### src/rtl/slot_remap_pkg.sv
package slot_remap_pkg;

    typedef enum logic [1:0] {
        OP_NONE = 2'b00,
        OP_INS  = 2'b01,
        OP_DEL  = 2'b10,
        OP_RSV  = 2'b11
    } op_e;

    typedef struct packed {
        logic ins;
        logic del;
        logic idle;
    } op_dec_t;

    // An insert into a full table is dropped; the reserved code acts as none.
    function automatic op_dec_t decode_op(input logic [1:0] code, input logic is_full);
        op_dec_t d;
        d.ins  = (op_e'(code) == OP_INS) && !is_full;
        d.del  = (op_e'(code) == OP_DEL);
        d.idle = (op_e'(code) == OP_NONE) || (op_e'(code) == OP_RSV);
        return d;
    endfunction

endpackage

### src/rtl/slot_remap_cell.sv
module slot_remap_cell
    import slot_remap_pkg::*;
#(
    parameter int SLOTS = 8,
    parameter int IDX_W = 3,
    parameter int TAG_W = 4,
    parameter int POS   = 0
) (
    input  logic             clk,
    input  logic             rst,
    input  op_dec_t          dec,
    input  logic [IDX_W-1:0] slot,
    input  logic [IDX_W-1:0] below_idx,
    input  logic [TAG_W-1:0] below_tag,
    input  logic [IDX_W-1:0] above_idx,
    input  logic [TAG_W-1:0] above_tag,
    input  logic [IDX_W-1:0] ins_wrap_idx,
    input  logic [TAG_W-1:0] ins_wrap_tag,
    input  logic [IDX_W-1:0] del_wrap_idx,
    input  logic [TAG_W-1:0] del_wrap_tag,
    input  logic             twr_en,
    input  logic [IDX_W-1:0] twr_slot,
    input  logic [TAG_W-1:0] twr_data,
    output logic [IDX_W-1:0] cur_idx,
    output logic [TAG_W-1:0] cur_tag
);
    localparam logic [IDX_W-1:0] MY  = IDX_W'(POS);
    localparam logic             TOP = (POS == SLOTS - 1);

    logic [IDX_W-1:0] nxt_idx;
    logic [TAG_W-1:0] nxt_tag;

    always_comb begin
        nxt_idx = cur_idx;
        nxt_tag = cur_tag;
        if (dec.ins) begin
            if (MY == slot) begin
                nxt_idx = ins_wrap_idx;
                nxt_tag = ins_wrap_tag;
            end else if (MY > slot) begin
                nxt_idx = below_idx;
                nxt_tag = below_tag;
            end
        end else if (dec.del) begin
            if (TOP) begin
                nxt_idx = del_wrap_idx;
                nxt_tag = del_wrap_tag;
            end else if (MY >= slot) begin
                nxt_idx = above_idx;
                nxt_tag = above_tag;
            end
        end else if (dec.idle && twr_en && (twr_slot == MY)) begin
            nxt_tag = twr_data;
        end
    end

    always_ff @(posedge clk) begin
        if (rst) begin
            cur_idx <= MY;
            cur_tag <= '0;
        end else begin
            cur_idx <= nxt_idx;
            cur_tag <= nxt_tag;
        end
    end
endmodule

### src/rtl/slot_remap_len.sv
module slot_remap_len #(
    parameter int SLOTS = 8,
    parameter int IDX_W = 3,
    parameter int LEN_W = 4
) (
    input  logic             clk,
    input  logic             rst,
    input  logic             grow,
    input  logic             shrink_req,
    input  logic [IDX_W-1:0] slot,
    output logic [LEN_W-1:0] length,
    output logic             full,
    output logic             empty
);
    localparam logic [LEN_W-1:0] CAP = LEN_W'(SLOTS);

    logic shrink;
    assign shrink = shrink_req && (LEN_W'(slot) < length);

    always_ff @(posedge clk) begin
        if (rst) begin
            length <= '0;
        end else if (grow) begin
            length <= length + LEN_W'(1);
        end else if (shrink) begin
            length <= length - LEN_W'(1);
        end
    end

    assign full  = (length == CAP);
    assign empty = (length == '0);
endmodule

### src/rtl/slot_remap_table.sv
module slot_remap_table
    import slot_remap_pkg::*;
#(
    parameter int SLOTS = 8,
    parameter int IDX_W = $clog2(SLOTS),
    parameter int TAG_W = 4,
    parameter int LEN_W = $clog2(SLOTS + 1)
) (
    input  logic                   clk,
    input  logic                   rst,
    input  logic [1:0]             op_code,
    input  logic [IDX_W-1:0]       op_slot,
    input  logic                   ins_tag_en,
    input  logic [TAG_W-1:0]       ins_tag,
    input  logic                   del_tag_en,
    input  logic [TAG_W-1:0]       del_tag,
    input  logic                   twr_en,
    input  logic [IDX_W-1:0]       twr_slot,
    input  logic [TAG_W-1:0]       twr_data,
    output logic [IDX_W-1:0]       ins_addr,
    output logic [IDX_W-1:0]       del_addr,
    output logic [IDX_W-1:0]       acc_addr,
    output logic [TAG_W-1:0]       acc_tag,
    output logic [SLOTS*IDX_W-1:0] all_idx,
    output logic [SLOTS*TAG_W-1:0] all_tag,
    output logic [LEN_W-1:0]       length,
    output logic                   full,
    output logic                   empty
);
    localparam int LAST = SLOTS - 1;

    logic [IDX_W-1:0] idx_q [SLOTS];
    logic [TAG_W-1:0] tag_q [SLOTS];
    op_dec_t          dec;
    logic [TAG_W-1:0] ins_wrap_tag;
    logic [TAG_W-1:0] del_wrap_tag;

    assign dec = decode_op(op_code, full);

    assign ins_addr     = idx_q[LAST];
    assign del_addr     = idx_q[op_slot];
    assign acc_addr     = idx_q[op_slot];
    assign acc_tag      = tag_q[op_slot];
    assign ins_wrap_tag = ins_tag_en ? ins_tag : tag_q[LAST];
    assign del_wrap_tag = del_tag_en ? del_tag : tag_q[op_slot];

    for (genvar k = 0; k < SLOTS; k++) begin : g_slot
        localparam int LO = (k == 0)    ? k : k - 1;
        localparam int HI = (k == LAST) ? k : k + 1;

        slot_remap_cell #(
            .SLOTS(SLOTS), .IDX_W(IDX_W), .TAG_W(TAG_W), .POS(k)
        ) u_cell (
            .clk         (clk),
            .rst         (rst),
            .dec         (dec),
            .slot        (op_slot),
            .below_idx   (idx_q[LO]),
            .below_tag   (tag_q[LO]),
            .above_idx   (idx_q[HI]),
            .above_tag   (tag_q[HI]),
            .ins_wrap_idx(idx_q[LAST]),
            .ins_wrap_tag(ins_wrap_tag),
            .del_wrap_idx(idx_q[op_slot]),
            .del_wrap_tag(del_wrap_tag),
            .twr_en      (twr_en),
            .twr_slot    (twr_slot),
            .twr_data    (twr_data),
            .cur_idx     (idx_q[k]),
            .cur_tag     (tag_q[k])
        );

        assign all_idx[k*IDX_W +: IDX_W] = idx_q[k];
        assign all_tag[k*TAG_W +: TAG_W] = tag_q[k];
    end

    slot_remap_len #(
        .SLOTS(SLOTS), .IDX_W(IDX_W), .LEN_W(LEN_W)
    ) u_len (
        .clk       (clk),
        .rst       (rst),
        .grow      (dec.ins),
        .shrink_req(dec.del),
        .slot      (op_slot),
        .length    (length),
        .full      (full),
        .empty     (empty)
    );
endmodule

### config.mk
export PLATFORM = sky130hd
export DESIGN_NAME = slot_remap_table
export DESIGN_NICKNAME = d
export VERILOG_FILES = /design/src/rtl/slot_remap_pkg.sv /design/src/rtl/slot_remap_cell.sv /design/src/rtl/slot_remap_len.sv /design/src/rtl/slot_remap_table.sv
export SDC_FILE = /design/constraint.sdc
export NUM_CORES = 1
export LEC_CHECK = 0
export ABC_AREA = 0
export CAP_MARGIN = 40
export CORE_UTILIZATION = 51
export CTS_BUF_LIST = sky130_fd_sc_hd__clkbuf_8 sky130_fd_sc_hd__clkbuf_16
export CTS_CLUSTER_SIZE = 12
export DETAILED_ROUTE_END_ITERATION = 8
export PLACE_DENSITY = 0.86
export SKIP_LAST_GASP = 1
export SYNTH_ARGS = -nofsm -noshare
export SYNTH_HDL_FRONTEND = slang
export SYNTH_SLANG_ARGS = --single-unit
### constraint.sdc
create_clock -name clk -period 3.5 [get_ports clk]
set_clock_uncertainty 0.2 [all_clocks]
set_input_delay 0.875 -clock clk [delete_from_list [all_inputs] [get_ports clk]]
set_output_delay 0.875 -clock clk [all_outputs]
set_load 0.02 [all_outputs]
==> results.md, run 1 <==
- Drt first-iter violations: 655
- Area Growth Syn to Fin: 34.15%
- PwrDens: 384.4 mW/mm2
- Clock share of power: 26.2%
- Routability Congestion: 0.9206
- Fmax achieved: 291.4 MHz
- CP Max Fanout: 7
- Fin crit share: 98.04%
- Synth top area cells: dfxtp_1, a21oi_1, nand2_1
- First-pass GRT wire length: 24.54 mm
- Post-route DRC: 0
- Syn nets: 614
- Part of the power in registers: 37.8%
- HP Class: register to register
- Post-synth top area cell: dfxtp_1
- Synth unique cells: 54
- Synth top area share: 27.67%
- Finished Cell Area: 0.005824 mm2
- Startpoint Class: input port
- Drt total wl: 15.64 mm
- Final setup fails: 0
- Synth Warn #: 0
- Fin nets: 717
- Reg clk slew, reported paths: 0.08 ns
- Mapped Area: 0.004342 mm2
- Gr usage total: 35.83%
- CTS tree: done
- Pre-CTS setup slack: -0.4824 ns
- DR pass1 iterations: 7
- P_int: 1384 uW
- Global route total overflow: 0
- Seq/Total Area, Yosys: 27.67%
- Die area: 0.008886 mm2
- Synth cell count leaders: a21oi_1, nand2_1, nor2_1, dfxtp_1, clkbuf_1
- HPWL Detailed: 10.68 mm
- Number of H-tree levels: 3
- Initial antenna violation count: 0
- DR vias/cell: 6.331
- RSZ-0062 raised after global routing: yes
- Filler cell count in the final layout: 661
- Flop and latch count out of synthesis: 60
- Clock Sinks: 60
- Clock latency on the worst-skew pair: 0.36 ns
- Vias: 5046
- Total CTS buffers: 9
- Total power: 2239 uW
- Psw: 855.0 uW
- Clk buf depth: 2
- Syn Area/Cell: 7.434 um2
- Headroom to the max-slew limit: 50.84%
- Post-synth EDFFs: 0
- Area after DPL: 0.005559 mm2
- Row count: 33
- Final Hold Viols: 0
- CP max stage delay: 0.49 ns
- Hold WS: 0.3202 ns
- Synthesized instance count: 584
- Crit-path cells: dlygate4sd2_1 -> buf_12 -> mux4_2 -> nand2_1 -> nand2_1 -> dlygate4sd2_1
- Critical path's slowest cell: mux4_2
- Dpl cells: 776
- Comb power frac: 36.0%
- Max cap viols: 0
- Crit. End Element: output port
- Initial Util: 52.84%
- Die Height: 94.27 um
- Die span in x: 94.27 um
- Vias in the first global route: 4620
- Core ar.: 0.008217 mm2
- Final ANT Viol Nets: 0
- Routed WL per cell: 19.62 um
- Worst vdd ir: 0.2749 mV
- IO Port Bufs: 99
- Share of flip-flops with an asynchronous set or reset: 0%
- Ratio of cells with drive above 1 in the final layout: 14.88%
- Crit path DAT: 2.36 ns
- WS Path Type: input port to output port
- Critical Path RT: 2.42 ns
- Min cycle time layout: 3.431 ns
- N_diodes: 0
- Run status: completed
- Ports: 100
- Tightest Pin Transition: 0.7375 ns
- Synth Flop Type: dfxtp_1
- Top-count cell post-synth: a21oi_1
- LEAKAGE: 0.002242 uW
- Root buffer cell: clkbuf_8
- Final std cells w/o fill: 797
- Switch share: 38.19%
- Largest net degree at the start of global routing: 41
- Final slew viol count: 0
- PnR worst setup slack: 0.06875 ns
## layout make-up
type,count,area [um2],share of cell area [%]
Clock buffer,10,137.6,2.363
Clock inverter,6,41.29,0.7089
Inverter,10,37.54,0.6445
Multi-Input combinational cell,457,2849,48.92
Sequential cell,60,1201,20.62
Tap cell,105,131.4,2.256
Timing Repair Buffer,149,1426,24.49
## cell families (layout without fill, tap and decap cells)
logic type	Yosys count	count (layout)	synth area share (%)
AOI/OAI and AO/OA	178	178	26.77
xor gates and xnor gates	2	2	0.4035
adders and majority gates	5	5	1.441
buffers and inverters	67	175	7.262
DFF	60	60	27.67
muxes	38	38	11.79
and+or+nand+nor	234	234	24.67
## power by group through the flow
stage | Clock (uW) | Sequential, uW | Combinational [uW]
6_report | 587 | 846 | 805
5_1_grt | 615 | 850 | 861
4_1_cts | 584 | 839 | 791
3_5_place_dp | 0 | 854 | 777
3_3_place_gp | 0 | 852 | 757
2_1_floorplan | 0 | 884 | 423
## cell usage in the layout (no fill, tap or decap), drive strengths merged, types with 3 or more instances in the layout
cell and n:
a211o 11, a211oi 31, a21oi 90, a311oi 4, a31oi 3, and3b 4, buf 52, clkbuf 11
clkdlybuf4s15 3, clkdlybuf4s50 86, clkinv 4, dfxtp 60, dlygate4sd2 5, ha 5, inv 10, mux2 5
mux2i 23, mux4 10, nand2 84, nand2b 5, nand3 15, nand3b 4, nor2 76, nor2b 7
nor3 21, nor3b 6, o211ai 4, o21ai 19, o41ai 3
## flip-flops by register name, summed over array words and instances (netlist names)
name / flops
g_slot.u_cell.cur_tag: 32
u_len.length: 4
g_slot.u_cell.cur_idx: 24
## path summary, 6_finish.rpt
kind                               start                     endpoint  slack, ns  cells past startpoint
max                           op_slot[2]                  del_addr[2]       0.07                      6
min          g_slot[0].u_cell.cur_tag[1]  g_slot[0].u_cell.cur_tag[1]       0.32                      2
max reg2reg              u_len.length[0]              u_len.length[2]       0.75                      7
min reg2reg  g_slot[0].u_cell.cur_tag[1]  g_slot[0].u_cell.cur_tag[1]       0.32                      2
## per-stage QoR
| stage | setup TNS [ns] | util, % |
|---|---|---|
| after global placement | -3.568 | 67.66 |
| after global routing | -0.03122 | 70.88 |
| after floorplan | 0 | - |
| after detailed placement | -3.909 | 67.66 |
| final | 0 | 70.88 |
| after CTS | 0 | 70.82 |
## routing by layer
layer	GRT usage, %	part of all wire (%)	vias up
met5	0	0	-
met1	49.03	40	2317
met3	5.744	12	40
li1	-	-	2314
met4	13.97	2.1	0
met2	55.98	46	375
## critical path: cells and delay by family
kind / cells / cell delay, ns
mux: 1 / 0.49
simple gates: 2 / 0.16
buf+inv: 3 / 0.82
## repair_timing
item                                    in CTS  in global routing
hold buffers                                 0                  0
cloned                                       2                  0
gates resized for setup                     30                  3
endpoints found under the setup margin      10                  3
setup buffers                                3                  0
pin swaps                                    1                  1
No activity file was read; power rests on OpenSTA's default activity.
==> run 2: changes to the inputs <==
- CELL_PAD_IN_SITES_DETAIL_PLACEMENT: not set -> 2
- CELL_PAD_IN_SITES_GLOBAL_PLACEMENT: not set -> 2
- CORE_UTILIZATION: 51 -> 28
- PLACE_DENSITY: 0.86 -> 0.85
==> results.md, run 2 (synthesized netlist as in run 1, its figures left out) <==
- DR vias/cell: 5.947
- Most frequent cells in the layout: a21oi_1, clkdlybuf4s50_1, nand2_1
- Pre-CTS setup slack: -0.5354 ns
- IO Port Bufs: 99
- Critical path's slowest cell: mux4_2
- Final slew viol count: 0
- Drt first-iter violations: 427
- Max reg flops: 32
- Clk buf depth: 2
- CTS tree: done
- Number of H-tree levels: 3
- Global route total overflow: 0
- First-pass GRT wire length: 33.87 mm
- Fin nets: 719
- Area Growth Syn to Fin: 38.96%
- Worst Setup SP: op_slot[2]
- PnR worst setup slack: 0.1226 ns
- Min cycle time layout: 3.377 ns
- Total CTS buffers: 9
- Critical path depth: 6
- Root buffer cell: clkbuf_16
- Ports: 100
- Final ANT Viol Nets: 0
- LEAKAGE: 0.002318 uW
- Run status: completed
- Gr usage total: 27.70%
- Post-CTS Setup Inserts: 0
- Crit path DAT: 2.30 ns
- R2R cell count: 5
- CP max stage delay: 0.52 ns
- Tightest Pin Transition: 0.8323 ns
- WP buf/inv: 3
- Setup_tns: 0 ns
- Vias in the first global route: 5818
- Headroom to the max-slew limit: 44.52%
- Final std cells w/o fill: 881
- Reg with most FFs: g_slot.u_cell.cur_tag
- Core ar.: 0.01515 mm2
- Critical hold path startpoint: g_slot[0].u_cell.cur_tag[3]
- Routability Congestion: 0.8607
- Routed WL per cell: 24.83 um
- Final Hold Viols: 0
- Startpoint Class: input port
- Commonest non-fill, non-tap cell in the layout: a21oi_1
- Die Height: 126.5 um
- Vias: 5239
- Fin crit share: 96.50%
- HPWL Detailed: 14.90 mm
- Ratio of cells with drive above 1 in the final layout: 14.86%
- Final setup fails: 0
- HP Class: register to register
- Largest net degree at the start of global routing: 45
- Die area: 0.01601 mm2
- Dpl cells: 865
- Clock latency on the worst-skew pair: 0.34 ns
- Cells on Worst Hold Path: 2
- Die span in x: 126.5 um
- Initial Util: 28.67%
- PwrDens: 433.0 mW/mm2
- Max cap viols: 0
- Crit-path cells: clkbuf_2 -> buf_4 -> mux4_2 -> nand2_1 -> nand2_1 -> dlygate4sd2_1
- Drt total wl: 21.87 mm
- Initial antenna violation count: 0
- Crit. End Element: output port
- Clock Sinks: 60
- Crit path top cell by count: nand2_1
- Row count: 45
- Reg2reg start: u_len.length[1]
- CP Max Fanout: 7
- WS Path Type: input port to output port
- N_diodes: 0
- DR pass1 iterations: 5
- Largest regs: g_slot.u_cell.cur_tag x32, g_slot.u_cell.cur_idx x24, u_len.length x4
- Worst vdd ir: 0.2187 mV
- Reg clk slew, reported paths: 0.06 ns
- Crit path max-delay family: buffers and inverters
- Post-route DRC: 0
- Critical Path RT: 2.42 ns
- RSZ-0062 raised after global routing: no
- Fmax achieved: 296.1 MHz
==> run 2: cell types whose count changed in the layout (fill, tap and decap cells not counted), sizes merged, moves of 2 or more <==
| cell | change |
|---|---|
| buf | +3 |
| clkdlybuf4s15 | -2 |
| inv | +2 |
| clkinv | -2 |
| clkinvlp | -2 |
==> run 2: metrics by stage <==
step           cell area (um2)  utilization (%)  hold WS (ns)  total power [uW]
3_3_place_gp              5708            37.69        0.2936              1640
5_1_grt                   6033            39.83        0.3508              2703
6_report                  6033            39.83        0.3226              2612
2_1_floorplan             4342                -        0.3505              1307
4_1_cts                   6031            39.82        0.3173              2582
3_5_place_dp              5708            37.69        0.3082              1692
==> run 2: cell type report <==
cell class,instances,area (um2)
clock buffers,10,239.0
clock inverters,5,46.29
fillers,1690,9112
inverters,10,37.54
multi-input cells,457,2858
flip-flops and latches,60,1201
well taps,188,235.2
repair buffers,151,1416
==> run 2: layer usage <==
metal / track usage (%) / wire, um / part of all wire (%) / vias up
li1: - / - / - / 2312
met1: 34.53 / 9540 / 44 / 2682
met5: 0 / 0 / 0 / -
met3: 5.694 / 1256 / 5.7 / 52
met4: 9.780 / 534 / 2.4 / 0
met2: 47.25 / 10540 / 48 / 193
==> run 2: what timing repair did <==
item / in CTS / in global routing
endpoints found under the setup margin: 10 / 10
pin swaps: 1 / 1
hold buffers: 0 / 0
resized for setup: 27 / 9
cloned: 1 / 0
==> run 2: worst paths after layout <==
path	end	slack, ns
setup / recovery	acc_addr[2]	0.12
hold / removal	g_slot[0].u_cell.cur_tag[3]	0.32
setup reg to reg	g_slot[2].u_cell.cur_tag[3]	0.69
hold reg to reg	g_slot[0].u_cell.cur_tag[3]	0.32
==> run 2: power breakdown <==
group          internal, uW  leakage (uW)  switching, uW
registers               743      0.000493            112
clock network           558      0.000152            336
logic                   368       0.00167            496
==> run 2: worst register-to-register path, stage by stage (launching register included) <==
cell and delay (ns):
dfxtp_1 0.41, or4b_4 0.67, a31o_2 0.35, a32oi_1 0.64
nor3_1 0.19, nor3_1 0.26
